`src/rtl/sigcos_pkg.sv`:
```
package sigcos_pkg;
  localparam int SIG_W = 4;
  typedef logic [SIG_W-1:0] sig_nib_t;
endpackage

```
`src/rtl/sigcos_chan.sv`:
```
module sigcos_chan
  import sigcos_pkg::*;
#(
  parameter int INTEG_MF = 3
) (
  input  logic     clk,
  input  logic     rst_n,
  input  logic     wr_en,
  input  sig_nib_t wr_data,
  input  logic     commit,
  input  logic     integ_en,
  output logic     hit
);
  localparam int CNT_W = $clog2(INTEG_MF + 1);
  localparam logic [CNT_W-1:0] CNT_ONE  = CNT_W'(1);
  localparam logic [CNT_W-1:0] CNT_LAST = CNT_W'(INTEG_MF - 1);

  sig_nib_t         stage_q, ref_q, cand_q;
  sig_nib_t         ref_d, cand_d;
  logic [CNT_W-1:0] cnt_q, cnt_d;
  logic             primed_q;

  // next-state evaluation at a commit
  always_comb begin
    ref_d  = ref_q;
    cand_d = cand_q;
    cnt_d  = cnt_q;
    hit    = 1'b0;
    if (commit) begin
      if (!primed_q) begin
        ref_d  = stage_q;
        cand_d = stage_q;
        cnt_d  = '0;
      end else if (!integ_en) begin
        cand_d = stage_q;
        cnt_d  = '0;
        if (stage_q != ref_q) begin
          ref_d = stage_q;
          hit   = 1'b1;
        end
      end else if (stage_q == ref_q) begin
        cand_d = ref_q;
        cnt_d  = '0;
      end else if (stage_q != cand_q) begin
        cand_d = stage_q;
        cnt_d  = CNT_ONE;
      end else if (cnt_q == CNT_LAST) begin
        ref_d = stage_q;
        cnt_d = '0;
        hit   = 1'b1;
      end else begin
        cnt_d = cnt_q + CNT_ONE;
      end
    end
  end

  always_ff @(posedge clk or negedge rst_n) begin
    if (!rst_n) begin
      stage_q  <= '0;
      ref_q    <= '0;
      cand_q   <= '0;
      cnt_q    <= '0;
      primed_q <= 1'b0;
    end else begin
      if (wr_en) stage_q <= wr_data;
      if (commit) begin
        ref_q    <= ref_d;
        cand_q   <= cand_d;
        cnt_q    <= cnt_d;
        primed_q <= 1'b1;
      end
    end
  end
endmodule

```
`src/rtl/sigcos_status.sv`:
```
module sigcos_status #(
  parameter int NCH = 32
) (
  input  logic           clk,
  input  logic           rst_n,
  input  logic [NCH-1:0] hit,
  input  logic [NCH-1:0] chg_en,
  input  logic [NCH-1:0] clr_chan,
  input  logic           clr_sum,
  input  logic           irq_mask,
  output logic [NCH-1:0] chan_chg,
  output logic           sum_chg,
  output logic           irq_n
);
  logic [NCH-1:0] chan_d;
  logic           sum_d;

  // a new change outranks a clear in the same cycle
  always_comb begin
    chan_d = (chan_chg & ~clr_chan) | hit;
    sum_d  = (sum_chg & ~clr_sum) | (|(hit & chg_en));
  end

  always_ff @(posedge clk or negedge rst_n) begin
    if (!rst_n) begin
      chan_chg <= '0;
      sum_chg  <= 1'b0;
    end else begin
      chan_chg <= chan_d;
      sum_chg  <= sum_d;
    end
  end

  assign irq_n = ~(sum_chg & irq_mask);
endmodule

```
`src/rtl/sigcos_detect.sv`:
```
module sigcos_detect
  import sigcos_pkg::*;
#(
  parameter int NCH      = 32,
  parameter int INTEG_MF = 3,
  parameter int CH_W     = (NCH > 1) ? $clog2(NCH) : 1
) (
  input  logic            clk,
  input  logic            rst_n,
  input  logic            mf_strobe,
  input  logic            sig_valid,
  input  logic [CH_W-1:0] sig_chan,
  input  logic [3:0]      sig_data,
  input  logic            integ_en,
  input  logic [NCH-1:0]  chg_en,
  input  logic            irq_mask,
  input  logic [NCH-1:0]  clr_chan,
  input  logic            clr_sum,
  output logic [NCH-1:0]  chan_chg,
  output logic            sum_chg,
  output logic            irq_n
);
  logic [1:0]     rst_sync_q;
  logic           rst_int_n;
  logic [NCH-1:0] hit;

  // asynchronous assertion, synchronous release
  always_ff @(posedge clk or negedge rst_n) begin
    if (!rst_n) rst_sync_q <= 2'b00;
    else        rst_sync_q <= {rst_sync_q[0], 1'b1};
  end
  assign rst_int_n = rst_sync_q[1];

  for (genvar gi = 0; gi < NCH; gi++) begin : g_chan
    logic wr_sel;
    assign wr_sel = sig_valid && (sig_chan == CH_W'(gi));
    sigcos_chan #(.INTEG_MF(INTEG_MF)) chan_i (
      .clk      (clk),
      .rst_n    (rst_int_n),
      .wr_en    (wr_sel),
      .wr_data  (sig_data),
      .commit   (mf_strobe),
      .integ_en (integ_en),
      .hit      (hit[gi])
    );
  end

  sigcos_status #(.NCH(NCH)) status_i (
    .clk      (clk),
    .rst_n    (rst_int_n),
    .hit      (hit),
    .chg_en   (chg_en),
    .clr_chan (clr_chan),
    .clr_sum  (clr_sum),
    .irq_mask (irq_mask),
    .chan_chg (chan_chg),
    .sum_chg  (sum_chg),
    .irq_n    (irq_n)
  );
endmodule

```
`config.mk`:
```
export PLATFORM = sky130hd
export DESIGN_NAME = sigcos_detect
export DESIGN_NICKNAME = d
export VERILOG_FILES = /design/src/rtl/sigcos_pkg.sv /design/src/rtl/sigcos_chan.sv /design/src/rtl/sigcos_status.sv /design/src/rtl/sigcos_detect.sv
export SDC_FILE = /design/constraint.sdc
export NUM_CORES = 1
export LEC_CHECK = 0
export BUFFER_PORTS_ARGS = -buffer_cell sky130_fd_sc_hd__buf_2
export CORE_ASPECT_RATIO = 1.75
export CORE_MARGIN = 5
export CORE_UTILIZATION = 45
export DETAILED_ROUTE_END_ITERATION = 8
export PLACE_DENSITY = 0.59
export RECOVER_POWER = 25
export SYNTH_ARGS = -nofsm -noshare
export SYNTH_HDL_FRONTEND = slang
export SYNTH_HIERARCHICAL = 1
export SYNTH_SLANG_ARGS = --single-unit
```
`constraint.sdc`:
```
create_clock -name clk -period 47.5 [get_ports clk]
set_input_delay 9.5 -clock clk [delete_from_list [all_inputs] [get_ports clk]]
set_output_delay 9.5 -clock clk [all_outputs]
set_load 0.01 [all_outputs]
```
==> results of run 1 <==
kinds of logic after synthesis:
logic type      after synthesis  share of synthesized area [%]
compound gates              240                           8.60
xor+xnor                    256                           9.35
buf+inv                     165                           2.62
flops                       515                           53.7
mux                         384                           18.0
other cells                   1                         0.0156
simple gates                307                           7.66
placed cells by master (no fill, tap or decap), types with 5 or more instances in the layout:
| cell type | instances |
|---|---|
| a21o_1 | 32 |
| a21oi_1 | 32 |
| a22o_1 | 37 |
| a22oi_1 | 5 |
| a31oi_4 | 32 |
| and3_1 | 32 |
| buf_2 | 111 |
| buf_4 | 7 |
| clkbuf_1 | 9 |
| clkbuf_16 | 51 |
| clkbuf_8 | 16 |
| clkinv_2 | 8 |
| dfrtp_1 | 515 |
| diode_2 | 5 |
| inv_1 | 129 |
| mux2_2 | 384 |
| nand2_1 | 35 |
| nand3_1 | 33 |
| nand4_1 | 67 |
| nor2_1 | 56 |
| nor3_1 | 7 |
| nor4_1 | 32 |
| o211ai_1 | 32 |
| o21ai_0 | 64 |
| or3b_4 | 32 |
| xnor2_1 | 256 |
flip-flops by register name, summed over array words and instances (netlist names):
signal                  count
g_chan.chan_i/cand_q      128
g_chan.chan_i/cnt_q        64
g_chan.chan_i/primed_q     32
g_chan.chan_i/ref_q       128
g_chan.chan_i/stage_q     128
rst_sync_q                  2
status_i/chan_chg          32
status_i/sum_chg            1
layout make-up:
| class | count | area (um^2) |
|---|---|---|
| antenna | 5 | 12.5 |
| clock buffer | 74 | 1520 |
| clock inverter | 15 | 184 |
| fill | 4632 | 26000 |
| inverter | 129 | 484 |
| multi-input combinational | 1188 | 10500 |
| sequential | 515 | 12900 |
| tap | 684 | 856 |
| timing repair buffer | 122 | 651 |
per-stage QoR:
step | instance area, um^2 | instances | setup WS (ps) | power (mW) | hold slack, ps
finish | 27100 | 2732 | 28230 | 1.43 | 355
detailed placement | 25400 | 2638 | 28230 | 1.04 | 341
floorplan | 24000 | 1868 | 28420 | 0.943 | 331
global placement | 25400 | 2638 | 28210 | 1.02 | 341
CTS | 27100 | 2727 | 28230 | 1.46 | 358
global route | 27100 | 2730 | 28220 | 1.52 | 370
synth_stat cells (3+ instances only):
library cell | count | share of area [%]
dfrtp_1 | 515 | 54
mux2_2 | 384 | 18
xnor2_1 | 256 | 9.3
inv_1 | 129 | 2.0
nand4_1 | 67 | 1.7
o21ai_0 | 64 | 1.3
nor2_1 | 56 | 0.88
a22o_1 | 37 | 1.4
nand2_1 | 35 | 0.55
clkbuf_1 | 34 | 0.53
nand3_1 | 33 | 0.69
a21o_1 | 32 | 1.0
a21oi_1 | 32 | 0.67
a31oi_4 | 32 | 2.8
and3_1 | 32 | 0.83
nor4_1 | 32 | 0.83
o211ai_1 | 32 | 1.0
or3b_4 | 32 | 1.5
nor3_1 | 7 | 0.15
a22oi_1 | 5 | 0.16
a221oi_1 | 4 | 0.15
nand2b_1 | 4 | 0.10
nand4b_1 | 3 | 0.11
nand4bb_1 | 3 | 0.14
power groups by stage:
stage / combinational (mW) / clock [mW] / sequential [mW]
after floorplan: 0.290 / 0 / 0.653
after global placement: 0.360 / 0 / 0.659
after detailed placement: 0.371 / 0 / 0.667
after CTS: 0.372 / 0.425 / 0.659
after global routing: 0.405 / 0.440 / 0.675
final: 0.365 / 0.409 / 0.658
worst paths after layout:
path                                                     endpoint  slack (ps)  cells after the start
setup / recovery                                            irq_n       28230                      3
hold / removal                            rst_sync_q[1]$_DFF_PN0_         350                      0
setup reg to reg           g_chan[15].chan_i/ref_q[2]$_DFFE_PN0P_       35790                      1
hold reg to reg                           rst_sync_q[1]$_DFF_PN0_         350                      0
max in group asynchronous  g_chan[15].chan_i/ref_q[2]$_DFFE_PN0P_       35790                      1
min in group asynchronous  g_chan[9].chan_i/cand_q[1]$_DFFE_PN0P_        1030                      0
metal layers:
| layer | up-vias | track usage (%) |
|---|---|---|
| met5 | - | 0 |
| met4 | 2 | 4.88 |
| met3 | 64 | 2.88 |
| met2 | 192 | 31.2 |
| met1 | 7452 | 20.6 |
| li1 | 6904 | - |
==> impl_results.md, run 1 <==
* Status: complete, but fails checks
* Failing checks: max-capacitance violations, max-slew violations
* CTS tree: yes
* Via density per instance at 5.35
* Data required time of the worst path at roughly 38000 ps
* Vias in the first global route at around 16000
* # H-tree levels at 2
* Number of synthesized flops with an enable pin at 0
* TritonRoute pass-1 iters at 5
* Initial Util at 45.2%
* Hold Path Class: reg -> reg
* Worst r2r src: rst_sync_q[1]$_DFF_PN0_
* Post-CTS Resized at 0
* Row count at about 110
* CTS root buf: clkbuf_16
* Switching share of total power at roughly 29%
* 1st-iter DRT viols at between 700 and 800
* P_sw at around 0.42 mW
* Via count at roughly 15000
* Num CTS Buffers at 49
* Final period utilization at between 40% and 50%
* Mapped Cells at around 1900
* # nets final at 2085
* Metal3 WL at about 1.9 mm
* Maximum clock rate at around 52 MHz
* Worst-path clk slew at 60 ps
* Residual DRC count at 0
* CP Buf/Inv Count at 2
* Ys Warns at 6
* Hold Violations, Final at 0
* Final Max Slew Viols at 305
* Crit path kind: in -> out
* Synth Net Count at 1948
* Sequential area share after synthesis at roughly 54%
* First-pass GRT wire length at 80.5 mm
* Largest net degree at the start of global routing at 190
* Share of layout cells above drive strength 1 at around a third
* Seq pwr share at roughly 46%
* Setup crit end kind: primary output
* Die area at a little under 60000 um^2
* Postcts setup bufs at 0
* Tmin final at approximately 19000 ps
* Gr usage total at 17.1%
* WL met1 at between 15 and 20 mm
* Internal power at 1.01 mW
* Port bufs at roughly 110
* RSZ-0062 raised after global routing: false
* I/O Pins at roughly 110
* Die height at roughly 320 um
* Crit path largest cell delay at between 100 and 150 ps
* Hold buffer count at cts at 0
* Metal2 WL at 26.2 mm
* Setup TNS at 0 ps
* Max-slew headroom at -570%
* Fin Clk Skew at about 16 ps
* Lkg Pwr at approximately 12 nW
* Max Cap Viol at 3
* Yosys reg bits at approximately 520
* CP dominant cell by count: buf_2
* Post-DP HPWL at 32.7 mm
* Final setup fails at 0
* Critical path's slowest cell: buf_2
* Horiz. Die Dim at 185 um
* DR WL/cell at roughly 18 um
* Routability cong. at between 0.7 and 0.8
* Mapped Avg Cell Area at 12.8 um^2
* Max clock buf depth at 3
* Peak VDD IR at 30.5 uV
* Hold Crit Start: rst_sync_q[0]$_DFF_PN0_
* Combinational Power Share at 25.5%
* Top Family by Delay on Critical Path: buffers and inverters
* Worst-Skew Late Latency at 570 ps
* Core ar. at 53100 um^2
* Clock group share of total power at between 20 and 30%
* Critical Path Start Type: input pin
* Routed wire length at about 49 mm
* Pwr Density at 52.9 nW/um^2
* Synth-to-layout area growth at 12.8%
* Grt total ovfl at 0
* Async SR Flop Fraction at 100%
* Least-Margin Pin Slew at 10060 ps
* Crit-path cells: buf_2, nand2_1, buf_2
* Fin util at roughly 51%
* Worst setup path startpoint: irq_mask
* Cell Area, Synth at 24000 um^2
* Worst-path maximum fanout at 1
* Initial antenna violation count at 7
* Predominant post-synthesis flop cell: dfrtp_1
* Worst Path Arrival at a little under 10000 ps
* Antenna-violating nets left at 0
* Clk sink count at 515
* DR top layer: met5
* Synth cell types at 32
No activity file was read; power rests on OpenSTA's default activity.
==> run 2: changes to the inputs <==
Settings changed: ABC_AREA set to 1.
Clock period 47.5 ns to 19.6 ns, I/O delays scaled along.
==> impl_results.md, run 2 <==
* First-pass GRT wire length at approximately 110 mm
* Antenna-violating nets left at 0
* Fin Clk Skew at just under 30 ps
* Port bufs at 113
* Yosys top cell by area: dfrtp_1
* Status: complete, but fails checks
* Via count at around 23000
* Die area at around 72000 um^2
* Peak VDD IR at between 60 and 70 uV
* WL met1 at around 28 mm
* Post-DP HPWL at roughly 47 mm
* TritonRoute pass-1 iters at 5
* R2r setup slk at between 8000 and 9000 ps
* Setup crit end kind: asynchronous set/reset pin
* Failing checks: max-capacitance violations, max-slew violations
* Worst-Skew Late Latency at 610 ps
* Share of layout cells above drive strength 1 at 18.5%
* Worst setup path startpoint: rst_sync_q[1]$_DFF_PN0_
* Metal3 WL at roughly 2.3 mm
* CTS root buf: clkbuf_16
* Max Cap Viol at 2
* Crit-path cells: clkbuf_1
* I/O Pins at 114
* Row count at about 130
* Number of synthesized flops with an enable pin at 0
* Worst r2r src: rst_sync_q[1]$_DFF_PN0_
* Worst-path maximum fanout at roughly 180
* Via density per instance at roughly 4.8
* RSZ-0062 raised after global routing: false
* Crit Reg-Reg Endpoint: g_chan[5].chan_i/stage_q[1]$_DFFE_PN0P_
* Crit path kind: reg -> async
* Die height at between 300 and 400 um
* Crit path largest cell delay at 6830 ps
* Final period utilization at 54.5%
* Routability cong. at around 0.8
* # nets final at 3943
* Maximum clock rate at between 90 and 100 MHz
* Commonest cells post-synth: nand2_1 (1250), dfrtp_1 (515), nand3_1 (417)
* CP Buf/Inv Count at 1
* Horiz. Die Dim at slightly above 200 um
* DR WL/cell at roughly 14 um
* Synth Net Count at approximately 3900
* Cell with the most instances after synthesis: nand2_1
* Least-Margin Pin Slew at 9780 ps
* Worst Path Arrival at roughly 8900 ps
* Pwr Total at 3.52 mW
* Residual DRC count at 0
* Core ar. at 66200 um^2
* # H-tree levels at 2
* Hold Path Class: reg -> reg
* Post-synth top area share at ~43%
* Largest registers: g_chan.chan_i/cand_q: 128 flops, g_chan.chan_i/ref_q: 128 flops, g_chan.chan_i/stage_q: 128 flops
* Ys Warns at 6
* CTS tree: yes
* Hold Violations, Final at 0
* Max-slew headroom at -552%
* Top Family by Delay on Critical Path: buffers and inverters
* Data required time of the worst path at between 15000 and 20000 ps
* Max clock buf depth at 3
* Setup TNS at 0 ps
* Pwr Density at between 100 and 150 nW/um^2
* Critical Path Start Type: flop
* Mapped Avg Cell Area at a little under 8 um^2
* Cell Area, Synth at 29900 um^2
* Post-CTS Resized at 0
* Sequential Area at between 10000 and 15000 um^2
* Num CTS Buffers at between 50 and 60
* Postcts setup bufs at 0
* DR top layer: met5
* Grt total ovfl at 0
* Critical path's slowest cell: clkbuf_1
* Mapped Cells at roughly 3800
* Lkg Pwr at approximately 16 nW
* Most common cell after layout, fill and taps aside: nand2_1
* Routed wire length at between 60 and 70 mm
* Area contributors post-synth: dfrtp_1 (43%), nand2_1 (16%), nand3_1 (7.0%)
* Multi-input gate area at roughly 14000 um^2
* R2R depth at 1
* Initial Util at 45.2%
* Final Max Slew Viols at ~250
* Synth cell types at 26
* Sequential area share after synthesis at a little over two fifths
* Final setup fails at 0
* Most frequent cells in the layout: nand2_1 (1250), dfrtp_1 (515), nand3_1 (417)
* CP Capture Point: g_chan[5].chan_i/stage_q[1]$_DFFE_PN0P_
* Tmin final at approximately 11000 ps
* Stages on the worst setup path at 1
* Vias in the first global route at 22500
* Gr usage total at 19.0%
* Fill cell count at roughly 6600
* Initial antenna violation count at 2
* Fin util at 48.4%
* Worst-path clk slew at approximately 60 ps
* Largest net degree at the start of global routing at 182
* Yosys reg bits at 515
* Clk sink count at 515
* 1st-iter DRT viols at around 1100
* Async SR Flop Fraction at 100%
* Metal2 WL at between 30 and 40 mm
* Predominant post-synthesis flop cell: dfrtp_1
* Synth-to-layout area growth at 7.06%
* Hold buffer count at cts at 0
## run 2: per-layer routing
| layer | track usage, % | vias up |
|---|---|---|
| met5 | 0 | - |
| met4 | 5.81 | 2 |
| met3 | 2.64 | 102 |
| met2 | 35.4 | 280 |
| met1 | 22.6 | 10600 |
| li1 | - | 11800 |
## run 2: stage by stage
stage                     hold WS, ps  setup WS (ps)  cells  area [um^2]
after global routing              396           6250   4790        32000
after floorplan                   331           4180   3814        29900
after global placement            310          11500   4698        30300
after detailed placement          310          11500   4698        30300
final                             362           8920   4791        32000
after CTS                         312          11490   4790        32000
## run 2: power breakdown
part,switching (mW),leakage (nW),internal [mW]
Clock,0.425,0.849,0.597
Combinational,0.584,9.20,0.383
Sequential,0.258,5.93,1.28
## run 2: worst min path at each step
stage | startpoint | end | slack (ps) | depth (start not counted)
global route | rst_sync_q[0]$_DFF_PN0_ | rst_sync_q[1]$_DFF_PN0_ | 400 | 0
global placement | rst_sync_q[1]$_DFF_PN0_ | g_chan[15].chan_i/primed_q$_DFFE_PN0P_ | 310 | 0
CTS | rst_sync_q[1]$_DFF_PN0_ | g_chan[13].chan_i/stage_q[2]$_DFFE_PN0P_ | 310 | 0
floorplan | rst_sync_q[0]$_DFF_PN0_ | rst_sync_q[1]$_DFF_PN0_ | 330 | 0
finish | rst_sync_q[0]$_DFF_PN0_ | rst_sync_q[1]$_DFF_PN0_ | 360 | 0
detailed placement | rst_sync_q[1]$_DFF_PN0_ | status_i/chan_chg[19]$_DFF_PN0_ | 310 | 0
## run 2: final cells by class
type	instances	area share (%)
diodes	1	0.00782
clock inverters	11	0.508
flip-flops and latches	515	40.2
multi-input cells	2678	43.0
clock buffers	81	4.88
repair buffers	125	2.14
inverters	491	5.76
well taps	889	3.47
## run 2: logic make-up after synthesis
family | count (synthesis) | share of synthesized area [%]
other | 1 | 0.0125
XOR/XNOR | 192 | 5.62
flip-flops | 515 | 43.1
AND/OR/NAND/NOR | 2197 | 34.9
buffers and inverters | 621 | 10.9
AO/OA/AOI/OAI | 288 | 5.51
==> run 3: changes to the inputs <==
Settings changed: ABC_AREA 1 to 0.
Clock period 19.6 ns to 10.5 ns, I/O delays scaled along.
==> impl_results.md, run 3 (same netlist as run 1, synthesis figures left out) <==
* Status: complete, but fails checks
* Failing checks: max-capacitance violations, max-slew violations
* Gr usage total at between 10% and 20%
* Worst-Skew Late Latency at around 560 ps
* Max-slew headroom at -164%
* DR WL/cell at roughly 19 um
* I/O Pins at approximately 110
* Die height at about 320 um
* CTS root buf: clkbuf_16
* Hold Violations, Final at 0
* Lkg Pwr at 11.9 nW
* Post-CTS Resized at 0
* Pwr Total at approximately 6.4 mW
* Final Max Slew Viols at ~210
* Clock group share of total power at 27.4%
* Placed inst area at ~25000 um^2
* Setup crit end kind: asynchronous set/reset pin
* Tmin final at between 6000 and 7000 ps
* Largest registers: g_chan.chan_i/cand_q: 128 flops, g_chan.chan_i/ref_q: 128 flops, g_chan.chan_i/stage_q: 128 flops
* Max clock buf depth at 3
* Antenna-violating nets left at 0
* Critical Path Start Type: flop
* Post-route cell area at 27000 um^2
* Port bufs at ~110
* Initial antenna violation count at 7
* Residual DRC count at 0
* Fill cell count at 4630
* Crit Reg-Reg Endpoint: g_chan[18].chan_i/stage_q[0]$_DFFE_PN0P_
* 1st-iter DRT viols at 652
* Final setup fails at 0
* Clk sink count at about 520
* Most common cell after layout, fill and taps aside: dfrtp_1
* Pwr Density at 237 nW/um^2
* Core ar. at around 53000 um^2
* Die area at approximately 58000 um^2
* Switching share of total power at between 20% and 30%
* Routability cong. at roughly 0.80
* Hold Path Class: reg -> reg
* Worst-path maximum fanout at 74
* Routed wire length at around 51 mm
* Worst setup margin at about 4500 ps
* # nets final at 2088
* Worst-path clk slew at 60 ps
* Postcts setup bufs at 0
* TritonRoute pass-1 iters at 4
* Least-Margin Pin Slew at about 4000 ps
* CP Capture Point: g_chan[18].chan_i/stage_q[0]$_DFFE_PN0P_
* Grt total ovfl at 0
* Most frequent cells in the layout: dfrtp_1 (515), mux2_2 (384), xnor2_1 (256)
* R2R depth at 2
* Setup TNS at 0 ps
* Max Cap Viol at 3
* P_sw at ~1.9 mW
* Row count at 112
* Horiz. Die Dim at 185 um
* Peak VDD IR at around 140 uV
* # H-tree levels at 2
* Combinational Power Share at 26.0%
* Share of layout cells above drive strength 1 at between 30% and 40%
* Worst Path Arrival at 6600 ps
* Fin Clk Skew at approximately 15 ps
* First-pass GRT wire length at around 84 mm
* Largest net degree at the start of global routing at 180
* Worst r2r src: rst_sync_q[1]$_DFF_PN0_
* CTS tree: yes
* Hold buffer count at cts at 0
* Crit path kind: reg -> async
* Vias in the first global route at between 15000 and 20000
* Via count at between 10000 and 15000
* Post-DP HPWL at 34.3 mm
* Maximum clock rate at ~170 MHz
* Internal power at ~4.5 mW
* Min-Delay Path Depth at 0
* Num CTS Buffers at 48
* RSZ-0062 raised after global routing: false
* Via density per instance at 5.42
* Pre-CTS setup slack at roughly 5400 ps
* Worst setup path startpoint: rst_sync_q[1]$_DFF_PN0_
* Synth-to-layout area growth at 12.5%
* Initial Util at a little under half
* Seq pwr share at between 40% and 50%
* R2r setup slk at approximately 4500 ps
* Final period utilization at a little under three fifths
* Data required time of the worst path at ~11000 ps
==> run 3: changes by cell type in the layout (fill, tap and decap cells not counted), moves of 131 or more <==
cell | previous run | this run
inv_1 | 360 | 129
inv_2 | 131 | 0
mux2_2 | 0 | 384
nand2_1 | 1250 | 35
nand2_2 | 192 | 0
nand3_1 | 417 | 33
xnor2_1 | 96 | 256
==> run 3: how the worst min path moves through the flow <==
stage                                       start                 endpoint  slack, ps
after floorplan           rst_sync_q[0]$_DFF_PN0_  rst_sync_q[1]$_DFF_PN0_        330
after global placement    rst_sync_q[0]$_DFF_PN0_  rst_sync_q[1]$_DFF_PN0_        340
after detailed placement  rst_sync_q[0]$_DFF_PN0_  rst_sync_q[1]$_DFF_PN0_        340
after CTS                 rst_sync_q[0]$_DFF_PN0_  rst_sync_q[1]$_DFF_PN0_        360
after global routing      rst_sync_q[0]$_DFF_PN0_  rst_sync_q[1]$_DFF_PN0_        370
final                     rst_sync_q[0]$_DFF_PN0_  rst_sync_q[1]$_DFF_PN0_        360
==> run 3: cell type report <==
cell class | instances | area [um^2] | area share (%)
inverter | 129 | 484 | 1.79
clock buffer | 69 | 1400 | 5.19
antenna | 5 | 12.5 | 0.0464
tap | 684 | 856 | 3.17
multi-input combinational | 1188 | 10500 | 38.8
clock inverter | 13 | 169 | 0.626
timing repair buffer | 126 | 696 | 2.58
sequential | 515 | 12900 | 47.8
==> run 3: power by group through the flow <==
stage / sequential [mW] / combinational (mW) / clock, mW
6_report: 2.98 / 1.66 / 1.75
5_1_grt: 3.06 / 1.84 / 1.89
4_1_cts: 2.99 / 1.69 / 1.81
3_5_place_dp: 3.02 / 1.69 / 0
3_3_place_gp: 2.99 / 1.63 / 0
2_1_floorplan: 2.95 / 1.31 / 0
==> run 3: metrics by stage <==
stage	cells	hold slack (ps)	util (%)
2_1_floorplan	1868	331	-
3_3_place_gp	2642	340	47.8
3_5_place_dp	2642	345	47.8
4_1_cts	2724	359	50.8
5_1_grt	2727	369	50.8
6_report	2729	356	50.8
==> run 3: worst max-delay path, stage by stage, from the launching register on <==
cell and delay (ps):
dfrtp_1 2040, clkbuf_1 2860, buf_4 1040
==> run 3: metal layers <==
layer | up-vias | wire, um | track usage [%]
met5 | - | 27 | 0
met4 | 4 | 1500 | 5.92
met3 | 84 | 1850 | 2.99
met2 | 191 | 27000 | 32.1
met1 | 7602 | 20800 | 21.5
li1 | 6903 | - | -
